**src/rtl/lift97_pkg.sv**
```systemverilog
package lift97_pkg;

  // Lifting constants, 12 fractional bits
  localparam int FRAC = 12;
  localparam longint C_ALPHA = -6497;
  localparam longint C_BETA  = -217;
  localparam longint C_GAMMA = 3616;
  localparam longint C_DELTA = 1817;
  localparam longint C_KSCL  = 4709;
  localparam longint C_KINV  = 3563;

  // Rounded fixed-point product: (c*x + half) >>> FRAC
  function automatic logic signed [63:0] qmul(input logic signed [63:0] c,
                                              input logic signed [63:0] x);
    logic signed [63:0] prod;
    prod = c * x + (64'sd1 <<< (FRAC - 1));
    return prod >>> FRAC;
  endfunction

endpackage

```
**src/rtl/lift97_pe.sv**
```systemverilog
module lift97_pe #(
  parameter int IW = 24
) (
  input  logic signed [IW-1:0] smp_e,
  input  logic signed [IW-1:0] smp_o,
  input  logic [4*IW-1:0]      st_cur,
  output logic [4*IW-1:0]      st_nxt,
  output logic signed [IW-1:0] coef_lo,
  output logic signed [IW-1:0] coef_hi
);
  import lift97_pkg::*;

  logic signed [IW-1:0] t_q, u_q, v_q, w_q;
  logic signed [IW-1:0] ae, p1, bp, q1, gq, p2, dp, q2;

  always_comb begin
    t_q = signed'(st_cur[0*IW +: IW]);
    u_q = signed'(st_cur[1*IW +: IW]);
    v_q = signed'(st_cur[2*IW +: IW]);
    w_q = signed'(st_cur[3*IW +: IW]);
    // each product feeds both an output path and a next-state word
    ae  = IW'(qmul(C_ALPHA, 64'(smp_e)));
    p1  = t_q + ae;
    bp  = IW'(qmul(C_BETA, 64'(p1)));
    q1  = u_q + bp;
    gq  = IW'(qmul(C_GAMMA, 64'(q1)));
    p2  = v_q + gq;
    dp  = IW'(qmul(C_DELTA, 64'(p2)));
    q2  = w_q + dp;
    st_nxt  = {q1 + dp, p1 + gq, smp_e + bp, smp_o + ae};
    coef_lo = IW'(qmul(C_KSCL, 64'(q2)));
    coef_hi = IW'(qmul(C_KINV, 64'(p2)));
  end

endmodule

```
**src/rtl/lift97_state_mem.sv**
```systemverilog
module lift97_state_mem #(
  parameter int DEPTH = 16,
  parameter int WW    = 96,
  localparam int AW   = (DEPTH > 1) ? $clog2(DEPTH) : 1
) (
  input  logic          clk,
  input  logic          wr_en,
  input  logic [AW-1:0] addr,
  input  logic [WW-1:0] wdata,
  output logic [WW-1:0] rdata
);
  logic [WW-1:0] store [DEPTH];

  // single port: one address serves both the read and the write
  always_ff @(posedge clk) begin
    if (wr_en) store[addr] <= wdata;
  end

  assign rdata = store[addr];

endmodule

```
**src/rtl/lift97_column_core.sv**
```systemverilog
module lift97_column_core #(
  parameter int COLS = 16,
  parameter int DW   = 12,
  parameter int IW   = 24,
  localparam int AW  = (COLS > 1) ? $clog2(COLS) : 1,
  localparam int SW  = 4 * IW
) (
  input  logic                 clk,
  input  logic                 rst_n,
  input  logic                 in_valid,
  input  logic                 in_first,
  input  logic [AW-1:0]        in_col,
  input  logic signed [DW-1:0] in_even,
  input  logic signed [DW-1:0] in_odd,
  output logic                 out_valid,
  output logic signed [IW-1:0] out_low,
  output logic signed [IW-1:0] out_high,
  output logic [AW-1:0]        mem_addr,
  output logic                 mem_re,
  output logic                 mem_we,
  output logic [SW-1:0]        mem_wdata
);

  logic                 odd_phase;
  logic [SW-1:0]        hold_state;
  logic [AW-1:0]        hold_col;
  logic [SW-1:0]        mem_rdata, seed_state, pe_state, pe_next;
  logic signed [IW-1:0] ext_e, ext_o, pe_lo, pe_hi;

  // named schedule events
  logic rd_evt, wr_evt;
  assign rd_evt = in_valid && !odd_phase;
  assign wr_evt = in_valid && odd_phase;

  assign ext_e      = IW'(in_even);
  assign ext_o      = IW'(in_odd);
  assign seed_state = {{(2*IW){1'b0}}, ext_e, ext_o};

  assign mem_addr  = odd_phase ? hold_col : in_col;
  assign mem_re    = rd_evt;
  assign mem_we    = wr_evt;
  assign mem_wdata = pe_next;

  always_comb begin
    if (odd_phase)     pe_state = hold_state;
    else if (in_first) pe_state = seed_state;
    else               pe_state = mem_rdata;
  end

  lift97_state_mem #(.DEPTH(COLS), .WW(SW)) u_mem (
    .clk   (clk),
    .wr_en (wr_evt),
    .addr  (mem_addr),
    .wdata (pe_next),
    .rdata (mem_rdata)
  );

  lift97_pe #(.IW(IW)) u_pe (
    .smp_e   (ext_e),
    .smp_o   (ext_o),
    .st_cur  (pe_state),
    .st_nxt  (pe_next),
    .coef_lo (pe_lo),
    .coef_hi (pe_hi)
  );

  always_ff @(posedge clk) begin
    if (!rst_n) begin
      odd_phase  <= 1'b0;
      hold_state <= '0;
      hold_col   <= '0;
      out_valid  <= 1'b0;
      out_low    <= '0;
      out_high   <= '0;
    end else begin
      odd_phase <= odd_phase ^ in_valid;
      if (rd_evt) begin
        hold_state <= pe_next;
        hold_col   <= in_col;
      end
      out_valid <= in_valid;
      if (in_valid) begin
        out_low  <= pe_lo;
        out_high <= pe_hi;
      end
    end
  end


  rd_wr_excl_chk: assert property (@(posedge clk) disable iff (!rst_n)
    !(mem_re && mem_we));


  rd_not_twice_chk: assert property (@(posedge clk) disable iff (!rst_n)
    rd_evt |=> !rd_evt);


  wr_not_twice_chk: assert property (@(posedge clk) disable iff (!rst_n)
    wr_evt |=> !wr_evt);


  out_follow_chk: assert property (@(posedge clk) disable iff (!rst_n)
    out_valid |-> $past(in_valid));


  idle_quiet_chk: assert property (@(posedge clk) disable iff (!rst_n)
    !in_valid |=> $stable(odd_phase));

endmodule

```
**config.mk**
```make
export PLATFORM = sky130hd
export DESIGN_NAME = lift97_column_core
export DESIGN_NICKNAME = d
export VERILOG_FILES = /design/src/rtl/lift97_pkg.sv /design/src/rtl/lift97_pe.sv /design/src/rtl/lift97_state_mem.sv /design/src/rtl/lift97_column_core.sv
export SDC_FILE = /design/constraint.sdc
export NUM_CORES = 2
export LEC_CHECK = 0
export ABC_AREA = 1
export BUFFER_PORTS_ARGS = -buffer_cell sky130_fd_sc_hd__buf_2
export CAP_MARGIN = 20
export CORE_ASPECT_RATIO = 0.6
export CORE_MARGIN = 2
export CORE_UTILIZATION = 40
export CTS_CLUSTER_DIAMETER = 150
export DETAILED_ROUTE_END_ITERATION = 8
export PLACE_DENSITY = 0.58
export SKIP_LAST_GASP = 1
export SLEW_MARGIN = 20
export SYNTH_ARGS = -nofsm -noshare
export SYNTH_HDL_FRONTEND = slang
export SYNTH_SLANG_ARGS = --single-unit
export TNS_END_PERCENT = 20
```
**constraint.sdc**
```tcl
create_clock -name clk -period 30.8 [get_ports clk]
set_input_delay 3.08 -clock clk [delete_from_list [all_inputs] [get_ports clk]]
set_output_delay 3.08 -clock clk [all_outputs]
set_load 0.05 [all_outputs]
```
# --- Word-level counts from Yosys, hierarchy flattened ---
# Memory sizes are Yosys's and may differ from the RTL's.
# Index checks and enable logic that the tools add are counted.
classes:
  bitwise: 1
  n_mux: 5
  mul: 6
  n_reduce_logical: 3
  add_sub_neg: 14
ops:
  columns: ["cell", "count"]
  rows:
  - ["adder 36 x 13 -> 36 bit (second input constant)", 6]
  - ["two-way mux 96 bit", 2]
  - ["adder 24 bit", 6]
  - ["adder 12 x 24 -> 24 bit", 2]
  - ["multiplier 12 x 24 -> 36 bit (first input constant)", 1]
  - ["multiplier 13 x 24 -> 36 bit (first input constant)", 1]
  - ["multiplier 14 x 24 -> 36 bit (first input constant)", 1]
  - ["multiplier 9 x 24 -> 33 bit (first input constant)", 1]
  - ["multiplier 8 x 24 -> 31 bit (first input constant)", 1]
  - ["multiplier 14 x 12 -> 26 bit (first input constant)", 1]
  - ["two-way mux 4 bit", 1]
  - ["logical AND 1 bit", 2]
  - ["two-way mux 1 bit", 2]
  - ["logical NOT 1 bit", 1]
  - ["bitwise XOR 1 bit", 1]
word_totals:
  mem_count: 1
  inputBits: 32
  reg_bits: 150
  ram_bits: 1536
mem_list:
  columns: ["name", "depth", "width", "rd", "rd_ports_with_merged_regs", "write_ports", "line", "source"]
  rows:
  - ["u_mem.store", 16, 96, 1, 0, 1, "lift97_state_mem.sv:12", "logic [WW-1:0] store [DEPTH];"]

# --- Depth between registers and ports, before layout ---
# An unclocked memory read counts as a cell.
depth:
  depth_word: 16
  depth_mapped: 156
  depth_no_buf: 156

# --- Hierarchy ---
# From an unflattened synthesis, not the netlist that was laid out.
hier_totals:
  hier_cells: 11824
  hier_area_um2: 109269.8
modules_own_cells:
  columns: ["mod", "n_inst", "cells_each", "area_per_inst_um2", "seq_area_each_um2"]
  rows:
  - ["lift97_state_mem", 1, 6183, 64101.5, 46124.2]
  - ["lift97_pe", 1, 4637, 38469.4, 0.0]
  - ["lift97_column_core", 1, 1004, 6698.9, 3002.9]

# --- Least setup slack after synthesis ---
# OpenSTA, ideal clock, no wires.
synth_path:
  path_kind: "in2reg"
  start: "input port in_even[6]"
  end: "register out_low[23]"
  t_arrival_ns: 28.537
  required_ns: 30.691
  setup_slack_ns: 2.155
  cell_stages: 138
  setup_time_ns: 0.109
  n_path_buf: 0
  path_cell_list: "fa_1 ha_1 inv_1 fa_1 inv_1 fa_1 inv_1 fa_1 inv_1 ha_1 nand2_1 o21a_1 o21ai_2 a21oi_1 xnor2_1 nand3_1 xnor2_1 ha_1 (+102 left out) ha_1 ha_1 nand2_1 nor2_1 nand2_1 o21ai_0 inv_1 nor3_1 a211oi_1 o21ai_0 a21oi_1 o21ai_0 xor2_1 inv_1 nand3_1 nand3_1 nand2_1 inv_1"
synth_between:
  elab_chain_cells: 14
synth_rtl:
  columns: ["element", "line", "source"]
  rows:
  - ["start: declaration", "lift97_column_core.sv:13", "input logic signed [DW-1:0] in_even,"]
  - ["multiplier 14 x 12 -> 26 bit", "lift97_pkg.sv:16", "prod = c * x + (64'sd1 <<< (FRAC - 1));"]
  - ["adder 36 x 13 -> 36 bit", "lift97_pkg.sv:16", null]
  - ["adder 24 bit", "lift97_pe.sv:23", "p1 = t_q + ae;"]
  - ["multiplier 9 x 24 -> 33 bit", "lift97_pkg.sv:16", null]
  - ["adder 36 x 13 -> 36 bit", "lift97_pkg.sv:16", null]
  - ["adder 24 bit *", "lift97_pe.sv:25", "q1 = u_q + bp;"]
  - ["multiplier 8 x 24 -> 31 bit *", "lift97_pkg.sv:16", null]
  - ["adder 36 x 13 -> 36 bit *", "lift97_pkg.sv:16", null]
  - ["adder 24 bit *", "lift97_pe.sv:27", "p2 = v_q + gq;"]
  - ["multiplier 12 x 24 -> 36 bit *", "lift97_pkg.sv:16", null]
  - ["adder 36 x 13 -> 36 bit *", "lift97_pkg.sv:16", null]
  - ["adder 24 bit *", "lift97_pe.sv:29", "q2 = w_q + dp;"]
  - ["multiplier 14 x 24 -> 36 bit *", "lift97_pkg.sv:16", null]
  - ["adder 36 x 13 -> 36 bit *", "lift97_pkg.sv:16", null]
  - ["end signal: assignment", "lift97_column_core.sv:83", "out_low <= pe_lo;"]
  - ["end: declaration", "lift97_column_core.sv:16", "output logic signed [IW-1:0] out_low,"]
# Every way passes the cells marked *; elsewhere a longest branch is shown, timed or not.
# A chain may end at the register's enable or synchronous reset.

# --- Final worst setup path ---
layout_path:
  start: "input port in_even[3]"
  end: "output port mem_wdata[95]"
layout_between:
  elab_chain_cells: 12
layout_rtl:
  columns: ["element", "line", "source"]
  rows:
  - ["multiplier 14 x 12 -> 26 bit", "lift97_pkg.sv:16", null]
  - ["adder 36 x 13 -> 36 bit", "lift97_pkg.sv:16", null]
  - ["adder 24 bit", "lift97_pe.sv:23", null]
  - ["multiplier 9 x 24 -> 33 bit", "lift97_pkg.sv:16", null]
  - ["adder 36 x 13 -> 36 bit", "lift97_pkg.sv:16", null]
  - ["adder 24 bit *", "lift97_pe.sv:25", null]
  - ["multiplier 8 x 24 -> 31 bit", "lift97_pkg.sv:16", null]
  - ["adder 36 x 13 -> 36 bit", "lift97_pkg.sv:16", null]
  - ["adder 24 bit", "lift97_pe.sv:27", null]
  - ["multiplier 12 x 24 -> 36 bit", "lift97_pkg.sv:16", null]
  - ["adder 36 x 13 -> 36 bit", "lift97_pkg.sv:16", null]
  - ["adder 24 bit *", "lift97_pe.sv:30", "st_nxt = {q1 + dp, p1 + gq, smp_e + bp, smp_o + ae};"]
  - ["end: declaration", "lift97_column_core.sv:21", "output logic [SW-1:0] mem_wdata"]
# Marked as above.

==> reports/results.md <==
| Quantity | This run | Unit |
|:---|:---|:---|
| DP Cell Count | 12538 | - |
| Final HPWL DP | 233.4 | mm |
| Clock tree from TritonCTS | built | - |
| Part of the Yosys area used for sequential elements | 49.28 | % |
| Most common cell after layout, fill and taps aside | edfxtp_1 | - |
| Number of buffers inserted during clock tree synthesis | 164 | - |
| X dimension of the die | 648.5 | um |
| Final clock period utilization by the worst path | 96.55 | % |
| Final-stage net count | 10844 | - |
| Last weighted congestion value of the routability-driven placer | 0.9426 | - |
| Post-Synthesis Net Count | 10345 | - |
| Die span in y | 390.7 | um |
| Filler Cells Inserted | 22506 | - |
| Endpoint kind of the worst setup timing path | output port | - |
| Core area | 0.2470 | mm^2 |
| Cells after synthesis | 8968 | - |
| Startpoint Class | input pin | - |
| Share of layout cells above drive strength 1 | 13.56 | % |
| Relative area change from synthesis to final layout | 15.30 | % |
| Cell variety after synth | 58 | - |
| Setup violators final | 0 | - |
| Library cell used as clock root buffer | clkbuf_16 | - |
| First-pass GRT wire length | 487.8 | mm |
| Total number of placement rows | 141 | - |
| Number of global-route vias before repair | 69949 | - |
| Routing usage on met2 | 35.53 | % |
| Maximum number of pins on one net before global-route repair | 121 | - |
| Average cell area after synthesis | 11.12 | um^2 |
| Total via count after detailed routing | 73074 | - |
| Non-filler instance count after layout | 12889 | - |
| Result of the run | finished, final reports clean | - |
| Detail-routed via count per cell | 5.669 | - |
| Final Skew | 0.09971 | ns |
| Starting utilization of the core area | 40.36 | % |
| Post-CTS Hold Fix Bufs | 0 | - |
| Number of hold violations in the final report | 0 | - |
| Number of buffers inserted by port buffering | 182 | - |
| Most frequent cells in the layout | 1536 x edfxtp_1, 1370 x inv_1, 796 x ha_1 | - |
| Number of synthesis warnings | 0 | - |
| Most common flop cell mapped by yosys | edfxtp_1 | - |
| Max Fanout on Critical Path | 6 | - |
| Crit path max-delay family | adder cells | - |
| Clock insertion delay at the later pin of the skew report | 0.86 | ns |
| Clock transition at the registers of the reported paths | 0.06 | ns |
| Headroom to the max-slew limit | 15.59 | % |
| Slowest cell on the critical path | fa_1 | - |
| Met1 Resource Use GR | 41.45 | % |
| Max-cap check violation count | 0 | - |
| Worst path bufs/invs | 29 | - |
| Pins Over Slew Limit | 0 | - |
| Syn Std Cell Area | 0.09969 | mm^2 |
| Type of the worst setup path | in -> out | - |
| Number of enable flip-flop cells after synthesis | 1536 | - |
| Maximum level of the CTS H-tree | 4 | - |
| Detailed-route DRC error count | 0 | - |
| Final wirelength | 337.1 | mm |
| Setup repair after global routing missed its margin | true | - |
| Met3 track utilization from global routing | 6.950 | % |
| Path class of the lowest-slack min-delay path | reg -> reg | - |
| DIE AREA | 0.2534 | mm^2 |
| Drt pass-1 iters | 8 | - |
| Maximum count of clock buffers along a single path | 4 | - |
| Post-route ant nets | 0 | - |
| Fin crit period | 29.74 | ns |
| Required time at the endpoint of the critical path | 27.72 | ns |
| GRT overflow | 0 | - |
| I/O pin total | 183 | - |
| Wirelength per Cell | 26.15 | um |
| Worst-Margin Slew | 1.253 | ns |
| Overall global routing resource usage | 26.19 | % |
| Drt initial violations | 8976 | - |
| Global-route layer with the greatest usage | met1 | - |
| Synthesized flop and latch total | 1686 | - |
| Post-synth ARST share | 0 | % |
| Highest clock frequency the design can meet | 0.03363 | GHz |
| Initial antenna violation count | 17 | - |
| Clock net sink count | 1686 | - |
| Critical Path Max Stage Delay | 0.53 | ns |
| Worst endpoint data arrival time | 26.66 | ns |
-- layout make-up --
| type | instances | area [um^2] | share of cell area (%) |
|---|---|---|---|
| clock inverters | 79 | 730.7 | 0.6357 |
| diodes | 6 | 15.01 | 0.01306 |
| inverters | 1411 | 5336 | 4.643 |
| well taps | 3289 | 4115 | 3.580 |
| multi-input cells | 5547 | 46200 | 40.20 |
| clock buffers | 214 | 4517 | 3.930 |
| repair buffers | 657 | 4892 | 4.256 |
| flip-flops and latches | 1686 | 49130 | 42.74 |
-- synth_stat cells (16+ instances only) --
library cell | n | area [um^2]
a21o_1 | 21 | 157.7
a21oi_1 | 613 | 3068
a22oi_1 | 384 | 2883
a31oi_1 | 18 | 112.6
buf_1 | 36 | 135.1
clkbuf_1 | 279 | 1047
dfxtp_1 | 150 | 3003
edfxtp_1 | 1536 | 46120
fa_1 | 505 | 10110
ha_1 | 840 | 10510
inv_1 | 1384 | 5195
inv_2 | 19 | 71.32
nand2_1 | 763 | 2864
nand3_1 | 170 | 850.8
nand4_1 | 45 | 281.5
nor2_1 | 317 | 1190
nor3_1 | 560 | 2803
nor4_1 | 55 | 344.1
o211ai_1 | 16 | 120.1
o21ai_0 | 326 | 1632
o21ai_1 | 24 | 120.1
o21bai_1 | 19 | 142.6
o221ai_1 | 79 | 691.9
o22ai_1 | 253 | 1583
o31ai_1 | 57 | 427.9
xnor2_1 | 110 | 963.4
xor2_1 | 250 | 2190
-- state kept, by name (all words and copies together), names as in the netlist --
name / flops
hold_col: 4
hold_state: 96
odd_phase: 1
out_high: 24
out_low: 24
out_valid: 1
u_mem.store: 1536
-- path summary, 6_finish.rpt --
check | from | endpoint | slack [ns] | depth (start not counted)
max | in_even[3] | mem_wdata[95] | 1.06 | 125
min | out_high[9] | out_high[9] | 0.49 | 2
max reg2reg | odd_phase | out_low[22] | 3.74 | 134
min reg2reg | out_high[9] | out_high[9] | 0.49 | 2
-- per-layer routing --
metal / vias to the layer above / share of wire [%]
li1: 32595 / -
met1: 36596 / 47
met2: 3529 / 40
met3: 350 / 12
met4: 4 / 1.9
met5: - / 0.0080
-- logic make-up (layout without fill, tap and decap cells) --
family | Yosys count | in the layout | synth area share [%]
multiplexers | 1 | 1 | 0.01004
other | 0 | 6 | 0
buffers and inverters | 1735 | 2361 | 6.549
flip-flops | 1686 | 1686 | 49.28
AO/OA/AOI/OAI | 1860 | 1860 | 11.38
AND/OR/NAND/NOR | 1978 | 1978 | 8.884
XOR/XNOR | 363 | 363 | 3.212
adder cells (fa/ha/maj) | 1345 | 1345 | 20.68
-- worst reg2reg max path: cells and delay by family (launching register included) --
| kind | cells | cell delay (ns) |
|---|---|---|
| compound gates | 24 | 4.86 |
| xor+xnor | 7 | 1.67 |
| fa+ha+maj | 26 | 9.59 |
| buf+inv | 26 | 3.35 |
| flops | 1 | 0.35 |
| simple gates | 51 | 7.17 |
-- metrics by stage --
step	hold slack [ns]	TNS [ns]	utilization (%)	cell area (um^2)	setup WS (ns)
4_1_cts	0.4953	-0.2348	45.73	112900	-0.1015
5_1_grt	0.5264	-1.899	46.53	114900	-0.3122
3_5_place_dp	0.4764	-9.045	43.60	107700	-0.8156
2_1_floorplan	0.4548	0	-	99690	2.155
6_report	0.4865	0	46.54	114900	1.063
3_3_place_gp	0.4651	-6.918	43.55	107600	-0.7272
-- timing repair --
item | in CTS | in global routing
setup buffers | 0 | 50
endpoints found under the setup margin | 5 | 42
pin swaps | 0 | 64
resized for setup | 2 | 308
endpoints found under the hold margin | 0 | 0
Power is not shown: default switching activity piles up to over one toggle a cycle in this logic, so the estimate is an artifact.
